===== src/rtl/ecl_pkg.sv =====
package ecl_pkg;
    typedef enum logic [1:0] {
        ST_PWRDN  = 2'd0,
        ST_HUNT   = 2'd1,
        ST_LOCKED = 2'd2
    } ecl_state_t;
endpackage


===== src/rtl/ecl_shreg.sv =====
module ecl_shreg #(
    parameter int FW = 28
) (
    input  logic          clk_i,
    input  logic          rst_ni,
    input  logic          en_i,
    input  logic          din_i,
    output logic [FW-1:0] win_o
);
    logic [FW-1:0] sh_q;

    // window as it will be once the current bit is in; oldest bit on top
    assign win_o = {sh_q[FW-2:0], din_i};

    always_ff @(posedge clk_i or negedge rst_ni) begin
        if (!rst_ni)   sh_q <= '0;
        else if (en_i) sh_q <= win_o;
    end
endmodule


===== src/rtl/ecl_frame_chk.sv =====
module ecl_frame_chk #(
    parameter int PAY_W = 24,
    localparam int FW   = PAY_W + 4
) (
    input  logic [FW-1:0]    win_i,
    output logic             clk_ok_o,
    output logic             par_ok_o,
    output logic [PAY_W-1:0] pay_o
);
    logic dcb;

    assign clk_ok_o = win_i[FW-1] & ~win_i[FW-2];
    assign par_ok_o = ~(^win_i[FW-3:0]);
    assign dcb      = win_i[1];

    for (genvar i = 0; i < PAY_W; i++) begin : g_pay
        assign pay_o[i] = win_i[FW-3-i] ^ dcb;
    end
endmodule


===== src/rtl/ecl_align_ctr.sv =====
module ecl_align_ctr #(
    parameter int FW   = 28,
    localparam int CW  = $clog2(FW)
) (
    input  logic clk_i,
    input  logic rst_ni,
    input  logic en_i,
    input  logic restart_i,
    input  logic slip_i,
    output logic fend_o
);
    logic [CW-1:0] cnt_q;
    logic          skip_q;

    assign fend_o = en_i && !skip_q && (cnt_q == CW'(FW - 1));

    always_ff @(posedge clk_i or negedge rst_ni) begin
        if (!rst_ni) begin
            cnt_q  <= '0;
            skip_q <= 1'b0;
        end else if (restart_i) begin
            cnt_q  <= '0;
            skip_q <= 1'b0;
        end else if (slip_i) begin
            cnt_q  <= '0;
            skip_q <= 1'b1;
        end else if (en_i) begin
            if (skip_q)                      skip_q <= 1'b0;
            else if (cnt_q == CW'(FW - 1))   cnt_q  <= '0;
            else                             cnt_q  <= cnt_q + 1'b1;
        end
    end

    // a slip always lengthens the next window by one bit
    slip_skip_chk: assert property (@(posedge clk_i) disable iff (!rst_ni)
        (slip_i && !restart_i) |=> !fend_o);
endmodule


===== src/rtl/ecl_lock_rx.sv =====
module ecl_lock_rx
    import ecl_pkg::*;
#(
    parameter int PAY_W  = 24,
    parameter int GOOD_N = 8,
    parameter int ERR_W  = 8,
    localparam int FW    = PAY_W + 4,
    localparam int GW    = $clog2(GOOD_N + 1)
) (
    input  logic             clk_i,
    input  logic             rst_ni,
    input  logic             ser_i,
    input  logic             bit_en_i,
    input  logic             oe_i,
    input  logic             pwdn_i,
    output logic [PAY_W-1:0] word_o,
    output logic             valid_o,
    output logic             lock_o,
    output logic             drive_en_o,
    output logic [ERR_W-1:0] err_cnt_o
);
    localparam logic [ERR_W-1:0] ERR_MAX = '1;

    ecl_state_t       state_q, state_n;
    logic [FW-1:0]    win;
    logic             clk_ok, par_ok, frame_ok, fend, slip, restart;
    logic [PAY_W-1:0] pay;
    logic [GW-1:0]    good_q;
    logic [PAY_W-1:0] word_q;
    logic             valid_q, lock_q;
    logic [ERR_W-1:0] err_q;

    ecl_shreg #(.FW(FW)) u_shreg (
        .clk_i  (clk_i),
        .rst_ni (rst_ni),
        .en_i   (bit_en_i),
        .din_i  (ser_i),
        .win_o  (win)
    );

    ecl_frame_chk #(.PAY_W(PAY_W)) u_chk (
        .win_i    (win),
        .clk_ok_o (clk_ok),
        .par_ok_o (par_ok),
        .pay_o    (pay)
    );

    assign frame_ok = clk_ok & par_ok;
    assign restart  = pwdn_i | (state_q == ST_PWRDN);
    assign slip     = fend && (((state_q == ST_HUNT) && !frame_ok) ||
                               ((state_q == ST_LOCKED) && !clk_ok));

    ecl_align_ctr #(.FW(FW)) u_align (
        .clk_i     (clk_i),
        .rst_ni    (rst_ni),
        .en_i      (bit_en_i),
        .restart_i (restart),
        .slip_i    (slip),
        .fend_o    (fend)
    );

    always_comb begin
        state_n = state_q;
        if (pwdn_i) begin
            state_n = ST_PWRDN;
        end else begin
            unique case (state_q)
                ST_PWRDN:  state_n = ST_HUNT;
                ST_HUNT:   if (fend && frame_ok && good_q == GW'(GOOD_N - 1))
                               state_n = ST_LOCKED;
                ST_LOCKED: if (fend && !clk_ok)
                               state_n = ST_HUNT;
                default:   state_n = ST_HUNT;
            endcase
        end
    end

    // state register and run counter
    always_ff @(posedge clk_i or negedge rst_ni) begin
        if (!rst_ni) begin
            state_q <= ST_HUNT;
            good_q  <= '0;
        end else begin
            state_q <= state_n;
            if (pwdn_i || state_q != ST_HUNT) good_q <= '0;
            else if (fend)                    good_q <= frame_ok ? good_q + 1'b1 : '0;
        end
    end

    // registered outputs
    always_ff @(posedge clk_i or negedge rst_ni) begin
        if (!rst_ni) begin
            lock_q  <= 1'b0;
            valid_q <= 1'b0;
            word_q  <= '0;
            err_q   <= '0;
        end else begin
            lock_q  <= (state_n == ST_LOCKED);
            valid_q <= fend && (state_n == ST_LOCKED);
            if (fend && state_n == ST_LOCKED) word_q <= pay;
            if (pwdn_i)
                err_q <= '0;
            else if (state_q == ST_LOCKED && fend && clk_ok && !par_ok && err_q != ERR_MAX)
                err_q <= err_q + 1'b1;
        end
    end

    assign drive_en_o = oe_i & ~pwdn_i;
    assign word_o     = drive_en_o ? word_q : '0;
    assign valid_o    = valid_q & drive_en_o;
    assign lock_o     = lock_q;
    assign err_cnt_o  = err_q;


    lock_after_run_chk: assert property (@(posedge clk_i) disable iff (!rst_ni)
        $rose(lock_q) |-> ($past(good_q) == GW'(GOOD_N - 1)));

    lock_drop_chk: assert property (@(posedge clk_i) disable iff (!rst_ni)
        (state_q == ST_LOCKED && fend && !clk_ok) |=> !lock_q);

    valid_lock_chk: assert property (@(posedge clk_i) disable iff (!rst_ni)
        valid_q |-> lock_q);

    err_sat_chk: assert property (@(posedge clk_i) disable iff (!rst_ni)
        (err_q == ERR_MAX && !pwdn_i) |=> (err_q == ERR_MAX));

    pwdn_unlock_chk: assert property (@(posedge clk_i) disable iff (!rst_ni)
        pwdn_i |=> (!lock_q && err_q == '0));
endmodule


===== config.mk =====
export PLATFORM = sky130hd
export DESIGN_NAME = ecl_lock_rx
export DESIGN_NICKNAME = d
export VERILOG_FILES = /design/src/rtl/ecl_pkg.sv /design/src/rtl/ecl_shreg.sv /design/src/rtl/ecl_frame_chk.sv /design/src/rtl/ecl_align_ctr.sv /design/src/rtl/ecl_lock_rx.sv
export SDC_FILE = /design/constraint.sdc
export NUM_CORES = 1
export LEC_CHECK = 0
export ABC_CLOCK_PERIOD_IN_PS = 2900
export CAP_MARGIN = 20
export CORE_ASPECT_RATIO = 0.75
export CORE_MARGIN = 2
export CORE_UTILIZATION = 51
export CTS_CLUSTER_DIAMETER = 200
export DETAILED_ROUTE_END_ITERATION = 7
export PLACE_DENSITY = 0.72
export SLEW_MARGIN = 10
export SYNTH_ARGS = -nofsm -noshare
export SYNTH_HDL_FRONTEND = slang
export SYNTH_SLANG_ARGS = --single-unit

===== constraint.sdc =====
create_clock -name clk_i -period 2.9 [get_ports clk_i]
set_input_delay 0.435 -clock clk_i [delete_from_list [all_inputs] [get_ports clk_i]]
set_output_delay 0.435 -clock clk_i [all_outputs]
set_load 0.02 [all_outputs]

==> impl_metrics.env, run 1 <==
export IMPL_dp_slack_ns=-0.0544
export IMPL_p_int_mw=3.30
export IMPL_slew_viol_final=0
export IMPL_clockBufferDepth=2
export IMPL_vias=2597
export IMPL_multiInputGateArea_um2=1920
export IMPL_placed_cell_area_um2=4410
export IMPL_first_global_vias=2534
export IMPL_switching_power_mw=2.24
export IMPL_vias_per_cell=5.34
export IMPL_path_class="reg2reg"
export IMPL_drc=0
export IMPL_hold_viol=0
export IMPL_combPwrFrac_pct=60.4
export IMPL_crit_buf_inv=1
export IMPL_status="complete, no violations"
export IMPL_synth_yosys_seq_area_share_pct=47.6
export IMPL_grt_max_degree=38
export IMPL_n_fill_cell=602
export IMPL_fp_dieArea_um2=8250
export IMPL_crit_chain="xor2_2, xnor3_1, xnor3_1, xnor3_1, o31ai_4, bufbuf_16, mux2_2"
export IMPL_r2r_end="word_q[2]$_DFFE_PN0P_"
export IMPL_htreeDepth=3
export IMPL_io_pin_count=41
export IMPL_dr_pass1_iters=4
export IMPL_grt_ovfl_total=0
export IMPL_critPathCaptureType="flop"
export IMPL_layout_common_cells="72 x dfrtp_1, 51 x mux2_2, 39 x clkdlybuf4s50_1"
export IMPL_syn_to_final_growth_pct=21.4
export IMPL_period_share_pct=95.1
export IMPL_r2r_cells=7
export IMPL_arrival_ns=2.99
export IMPL_share_seq_of_total_power_pct=25.2
export IMPL_startpoint_type="flop"
export IMPL_synth_edff_count=0
export IMPL_drive_gt1_share_pct=23.6
export IMPL_yosys_register_bits=73
export IMPL_post_dp_hpwl_um=4730
export IMPL_worst_path_most_repeated_cell="xnor3_1"
export IMPL_r2r_slack_ns=0.14
export IMPL_synth_nets=344
export IMPL_fin_ws_ns=0.143
export IMPL_wl_um=7040
export IMPL_clk_pin_slew_ns=0.08
export IMPL_leakagePower_nw=2.03
export IMPL_wire_per_inst_um=14.5
export IMPL_cts_made_buffers=9
export IMPL_portBuffers=40
export IMPL_groute_usage_overall_pct=18.8
export IMPL_power_density_nw_per_um2=1190
export IMPL_num_antenna_cells=0
export IMPL_tightest_slew_ns=0.856
export IMPL_rows=27
export IMPL_p_clk_share_pct=14.4
export IMPL_root_buffer="clkbuf_8"
export IMPL_final_util_pct=63.6
export IMPL_irDropWorstVdd_v=0.00207
export IMPL_ys_flop_type="dfrtp_1"
export IMPL_place_gp_congestion=0.783
export IMPL_syn_area_per_cell_um2=11.6
export IMPL_setup_viol=0
export IMPL_syn_area_um2=3840
export IMPL_initial_core_util_pct=52.4
export IMPL_syn_inst=332
export IMPL_synth_async_sr_flop_share_pct=100
export IMPL_rsz0062_at_grt="false"
export IMPL_yosys_warnings=0
export IMPL_setup_tns_final_ns=0
export IMPL_critPathTopFamily="XOR/XNOR gates"
export IMPL_antenna_found_initial=0
export IMPL_cts_num_sinks=73
export IMPL_core_area_um2=7330
export IMPL_min_period_ns=2.76
export IMPL_drv_cap=0
export IMPL_drt_antenna_violating_nets=0
export IMPL_slowest_delay_ns=0.43
export IMPL_skew_ns=0.00880
export IMPL_cts_tree="yes"
export IMPL_hold_buffers=0
export IMPL_grt_first_pass_wirelength_um=12100
export IMPL_max_freq_mhz=363
export IMPL_clock_latency_ns=0.35
export IMPL_final_nets=392
export IMPL_cp_slowest_cell="xnor3_1"
export IMPL_ff_latch_area_um2=1830
export IMPL_holdCritPathClass="in2async"
export IMPL_dieWidth_um=104
export IMPL_path_depth=7
export IMPL_worstPathRequired_ns=3.14
export IMPL_synth_cell_types=42
export IMPL_r2r_start="u_shreg.sh_q[0]$_DFFE_PN0P_"
export IMPL_layout_commonest_cell="dfrtp_1"
export IMPL_max_slew_margin_pct=42.9
export IMPL_final_cell_area_um2=4660
export IMPL_fp_dieH_um=79.2
export IMPL_cp_max_fo=12
export IMPL_switching_share_pct=40.4
export IMPL_first_iter_violations=88
## layer usage
layer | global-route usage, % | part of all wire (%)
met1 | 24.5 | 48
met2 | 30.7 | 47
met3 | 5.99 | 4.1
met4 | 4.86 | 0.87
met5 | 0 | 0
## cells in the mapped netlist (all sizes together) (2+ instances only)
master  number  share of area, %
clkbuf      11               1.1
o21ai        5              0.65
nand2        9              0.88
a31oi        3              0.49
a21oi       19               2.5
or4          7               1.4
and2        25               4.1
inv          5              0.49
xnor2       17               3.9
o211ai       2              0.39
buf          7               1.3
nand4        3              0.49
nor2b        3              0.49
nor2         9              0.88
ha           6               2.0
nand3       13               1.7
and3         2              0.33
mux2        51                15
nand2b       4              0.65
nor3         6              0.78
or2          2              0.33
xor2        25               5.7
a32oi        3              0.68
o31ai        7               1.7
xnor3        3               1.8
dfrtp       72                47
## final cells by class
type	instances	share of cell area, %
clock buffer	9	2.66
clock inverter	7	1.66
inverter	5	0.403
multi-input combinational	236	41.1
sequential	73	39.2
tap	101	2.71
timing repair buffer	55	12.2
## worst max-delay path by stage
stage                                            from                  endpoint  slack (ns)
after floorplan           u_shreg.sh_q[0]$_DFFE_PN0P_    word_q[10]$_DFFE_PN0P_        0.02
after global placement                          ser_i    word_q[13]$_DFFE_PN0P_        0.01
after detailed placement                        ser_i    word_q[12]$_DFFE_PN0P_       -0.05
after CTS                 u_shreg.sh_q[0]$_DFFE_PN0P_  err_cnt_o[3]$_DFFE_PN0P_        0.09
after global routing      u_shreg.sh_q[0]$_DFFE_PN0P_    word_q[17]$_DFFE_PN0P_        0.04
final                     u_shreg.sh_q[0]$_DFFE_PN0P_     word_q[2]$_DFFE_PN0P_        0.14
## per-stage QoR
| stage | instances | hold WS (ns) | total power [mW] |
|---|---|---|---|
| after floorplan | 332 | 0.139 | 3.66 |
| after global placement | 468 | 0.483 | 4.78 |
| after detailed placement | 468 | 0.487 | 4.85 |
| after CTS | 486 | 0.198 | 5.64 |
| after global routing | 486 | 0.238 | 5.94 |
| final | 486 | 0.193 | 5.53 |
## worst register-to-register path, stage by stage (launching register included)
cell and delay (ns):
dfrtp_1 0.41, xor2_2 0.20, xnor3_1 0.42, xnor3_1 0.43
xnor3_1 0.28, o31ai_4 0.24, bufbuf_16 0.33, mux2_2 0.33
## kinds of logic (layout without fill, tap and decap cells)
group | after synthesis | count (layout) | share of synthesized area (%)
buffers and inverters | 23 | 76 | 2.90
adder cells (fa/ha/maj) | 6 | 6 | 1.95
XOR/XNOR | 46 | 46 | 12.0
flip-flops | 73 | 73 | 47.6
multiplexers | 51 | 51 | 15.0
AND/OR/NAND/NOR | 90 | 90 | 13.4
AO/OA/AOI/OAI | 43 | 43 | 7.26
## flip-flops by register name (all words and copies together), names as in the netlist
register and flops:
state_q 2, err_cnt_o 8, valid_q 1, u_align.skip_q 1, word_q 24, u_align.cnt_q 5
good_q 4, lock_o 1, u_shreg.sh_q 27
## timing repair
item                                    4_1_cts  5_1_grt
setup buffers                                 1        0
endpoints found under the hold margin         0        0
endpoints found under the setup margin        1        5
gates resized for setup                       2        0
cloned                                        1        0
pin swaps                                     2        1
## power groups by stage
stage                     clock (mW)  sequential (mW)  combinational [mW]
after floorplan                    0             1.35                2.31
after global placement             0             1.40                3.38
after detailed placement           0             1.41                3.44
after CTS                      0.826             1.40                3.41
after global routing           0.876             1.43                3.63
final                          0.797             1.40                3.34
(Power assumes the default switching activity.)
==> inputs of run 2 (changes only) <==
--- a/config.mk
+++ b/config.mk
@@ -14,6 +14,8 @@
 export DETAILED_ROUTE_END_ITERATION = 7
 export PLACE_DENSITY = 0.72
+export RECOVER_POWER = 50
 export SLEW_MARGIN = 10
 export SYNTH_ARGS = -nofsm -noshare
 export SYNTH_HDL_FRONTEND = slang
+export SYNTH_HIERARCHICAL = 1
 export SYNTH_SLANG_ARGS = --single-unit
==> constraint.sdc (replaced) <==
create_clock -name clk_i -period 2.9 [get_ports clk_i]
set_input_delay 0.435 -clock clk_i [delete_from_list [all_inputs] [get_ports clk_i]]
set_output_delay 0.435 -clock clk_i [all_outputs]
set_load 0.1 [all_outputs]
==> impl_metrics.env, run 2 <==
export IMPL_largest_reg_flops=27
export IMPL_htreeDepth=3
export IMPL_max_freq_mhz=364
export IMPL_syn_to_final_growth_pct=24.0
export IMPL_postCtsSetupRepairBufs=0
export IMPL_drc=0
export IMPL_fp_dieH_um=79.6
export IMPL_status="finished with violations"
export IMPL_tightest_slew_ns=1.76
export IMPL_synth_nets=322
export IMPL_slew_viol_final=64
export IMPL_synth_edff_count=0
export IMPL_met1_usage_pct=25.9
export IMPL_clockBufferDepth=2
export IMPL_synth_most_common_cell="dfrtp_1"
export IMPL_fp_dieArea_um2=8340
export IMPL_io_pin_count=41
export IMPL_syn_area_per_cell_um2=12.5
export IMPL_r2r_slack_ns=0.15
export IMPL_regMostFlops="u_shreg/sh_q"
export IMPL_worstPathRequired_ns=3.13
export IMPL_core_area_um2=7360
export IMPL_grt_use_met2_pct=30.1
export IMPL_cts_made_buffers=9
export IMPL_initial_core_util_pct=52.8
export IMPL_max_slew_margin_pct=-17.4
export IMPL_hold_start="word_q[15]$_DFFE_PN0P_"
export IMPL_yosysTopAreaCell="dfrtp_1"
export IMPL_placed_cell_area_um2=4660
export IMPL_dieWidth_um=105
export IMPL_r2r_cells=9
export IMPL_min_period_ns=2.75
export IMPL_r2r_end="word_q[1]$_DFFE_PN0P_"
export IMPL_wl_um=7190
export IMPL_groute_usage_overall_pct=19.1
export IMPL_final_util_pct=65.5
export IMPL_ys_flop_type="dfrtp_1"
export IMPL_first_iter_violations=73
export IMPL_startpoint_type="flop"
export IMPL_yosys_warnings=6
export IMPL_clk_pin_slew_ns=0.08
export IMPL_final_nets=376
export IMPL_synth_yosys_seq_area_share_pct=47.0
export IMPL_crit_end="word_q[1]$_DFFE_PN0P_"
export IMPL_synth_area_leaders="dfrtp_1 46%, mux2_2 8.7%, mux2_4 7.7%"
export IMPL_grt_ovfl_total=0
export IMPL_grtUsageMet3_pct=4.82
export IMPL_violations="capacitance limit, slew limit"
export IMPL_layout_common_cells="72 x dfrtp_1, 30 x mux2_2, 27 x xor2_1"
export IMPL_irDropWorstVdd_v=0.000667
export IMPL_root_buffer="clkbuf_8"
export IMPL_r2r_start="u_shreg/sh_q[19]$_DFFE_PN0P_"
export IMPL_period_share_pct=94.7
export IMPL_synth_top_cell_area_share_pct=46.3
export IMPL_place_gp_congestion=0.836
export IMPL_setup_viol=0
export IMPL_hold_buffers=0
export IMPL_final_cell_area_um2=4820
export IMPL_holdCritPathClass="reg2reg"
export IMPL_drv_cap=2
export IMPL_critPathLaunch="u_shreg/sh_q[19]$_DFFE_PN0P_"
export IMPL_crit_buf_inv=1
export IMPL_drive_gt1_share_pct=29.8
export IMPL_num_antenna_cells=0
export IMPL_vias_per_cell=5.17
export IMPL_drt_antenna_violating_nets=0
export IMPL_antenna_found_initial=0
export IMPL_skew_ns=0.0115
export IMPL_layout_commonest_cell="dfrtp_1"
export IMPL_portBuffers=40
export IMPL_clock_latency_ns=0.35
export IMPL_critPathTopFamily="XOR/XNOR gates"
export IMPL_wire_per_inst_um=15.3
export IMPL_fin_hold_ws_ns=0.480
export IMPL_cp_max_fo=12
export IMPL_power_density_nw_per_um2=767
export IMPL_post_dp_hpwl_um=4960
export IMPL_synth_async_sr_flop_share_pct=100
export IMPL_cp_slowest_cell="dfrtp_1"
export IMPL_syn_inst=310
export IMPL_rows=27
export IMPL_cts_tree="yes"
export IMPL_hold_viol=0
export IMPL_synth_cell_types=51
export IMPL_synth_common_cells="72 x dfrtp_1, 30 x mux2_2, 27 x xor2_1"
export IMPL_syn_area_um2=3890
export IMPL_dr_pass1_iters=4
export IMPL_cts_num_sinks=73
export IMPL_grt_first_pass_wirelength_um=12400
export IMPL_busiest_layer="met2"
export IMPL_vias=2429
export IMPL_grt_max_degree=44
export IMPL_critPathCaptureType="flop"
export IMPL_yosys_register_bits=73
export IMPL_path_class="reg2reg"
export IMPL_slowest_delay_ns=0.44
export IMPL_cts_resized_gates=0
export IMPL_first_global_vias=2503
export IMPL_path_depth=9
export IMPL_arrival_ns=2.98
export IMPL_leakagePower_nw=2.20
export IMPL_crit_chain="xnor2_1, xnor2_1, xnor3_1, xnor3_1, nand3_2, a2bb2oi_1, nor4_4, buf_6, mux2_2"
[run 2: changes by cell type after synthesis, moves of 4 or more]
cell / change
nor2_1: +4
a21oi_1: -14
or4_1: -6
xnor2_1: +5
nand3_1: -9
mux2_2: -21
clkbuf_1: -8
mux2_4: +20
o31ai_1: -4
[run 2: stage by stage]
| step | worst slack (ns) | setup TNS (ns) | cells | power [mW] |
|---|---|---|---|---|
| 2_1_floorplan | 0.176 | 0 | 310 | 2.67 |
| 3_3_place_gp | -0.0767 | -1.76 | 454 | 2.88 |
| 3_5_place_dp | -0.172 | -3.83 | 454 | 2.92 |
| 4_1_cts | 0.113 | 0 | 470 | 3.81 |
| 5_1_grt | -0.00245 | -0.00245 | 470 | 3.93 |
| 6_report | 0.153 | 0 | 470 | 3.70 |
[run 2: worst min-delay path by stage]
| stage | endpoint | slack [ns] | depth (start not counted) |
|---|---|---|---|
| floorplan | err_cnt_o[0]$_DFFE_PN0P_ | 0.14 | 0 |
| global placement | word_q[15]$_DFFE_PN0P_ | 0.46 | 1 |
| detailed placement | word_q[15]$_DFFE_PN0P_ | 0.47 | 1 |
| CTS | u_shreg/sh_q[15]$_DFFE_PN0P_ | 0.15 | 1 |
| global route | word_q[15]$_DFFE_PN0P_ | 0.50 | 1 |
| finish | word_q[15]$_DFFE_PN0P_ | 0.48 | 1 |
[run 2: routing by layer]
metal  vias to the layer above  wire [µm]
met5                         -          0
met4                         0         81
met3                         8        245
met2                        34       3420
met1                      1212       3440
li1                       1175          -
[run 2: kinds of logic (layout without fill, tap and decap cells)]
logic type | Yosys count | after routing | synth area share [%]
AND/OR/NAND/NOR | 79 | 79 | 12.3
flip-flops | 73 | 73 | 47.0
multiplexers | 55 | 55 | 17.8
XOR/XNOR | 53 | 53 | 13.0
AO/OA/AOI/OAI | 25 | 25 | 4.44
buffers and inverters | 19 | 78 | 3.51
adder cells (fa/ha/maj) | 6 | 6 | 1.93
[run 2: power breakdown]
group | switching [mW] | internal [mW]
Combinational | 0.540 | 0.889
Sequential | 0.218 | 1.18
Clock | 0.384 | 0.489
Total | 1.14 | 2.56
[run 2: layout make-up]
cell class              instances  area (µm²)
clock inverters                 6        91.3
multi-input cells             218        1880
flip-flops and latches         73        1830
well taps                     101         126
fillers                       602        2540
repair buffers                 55         741
clock buffers                  10         128
inverters                       7        26.3
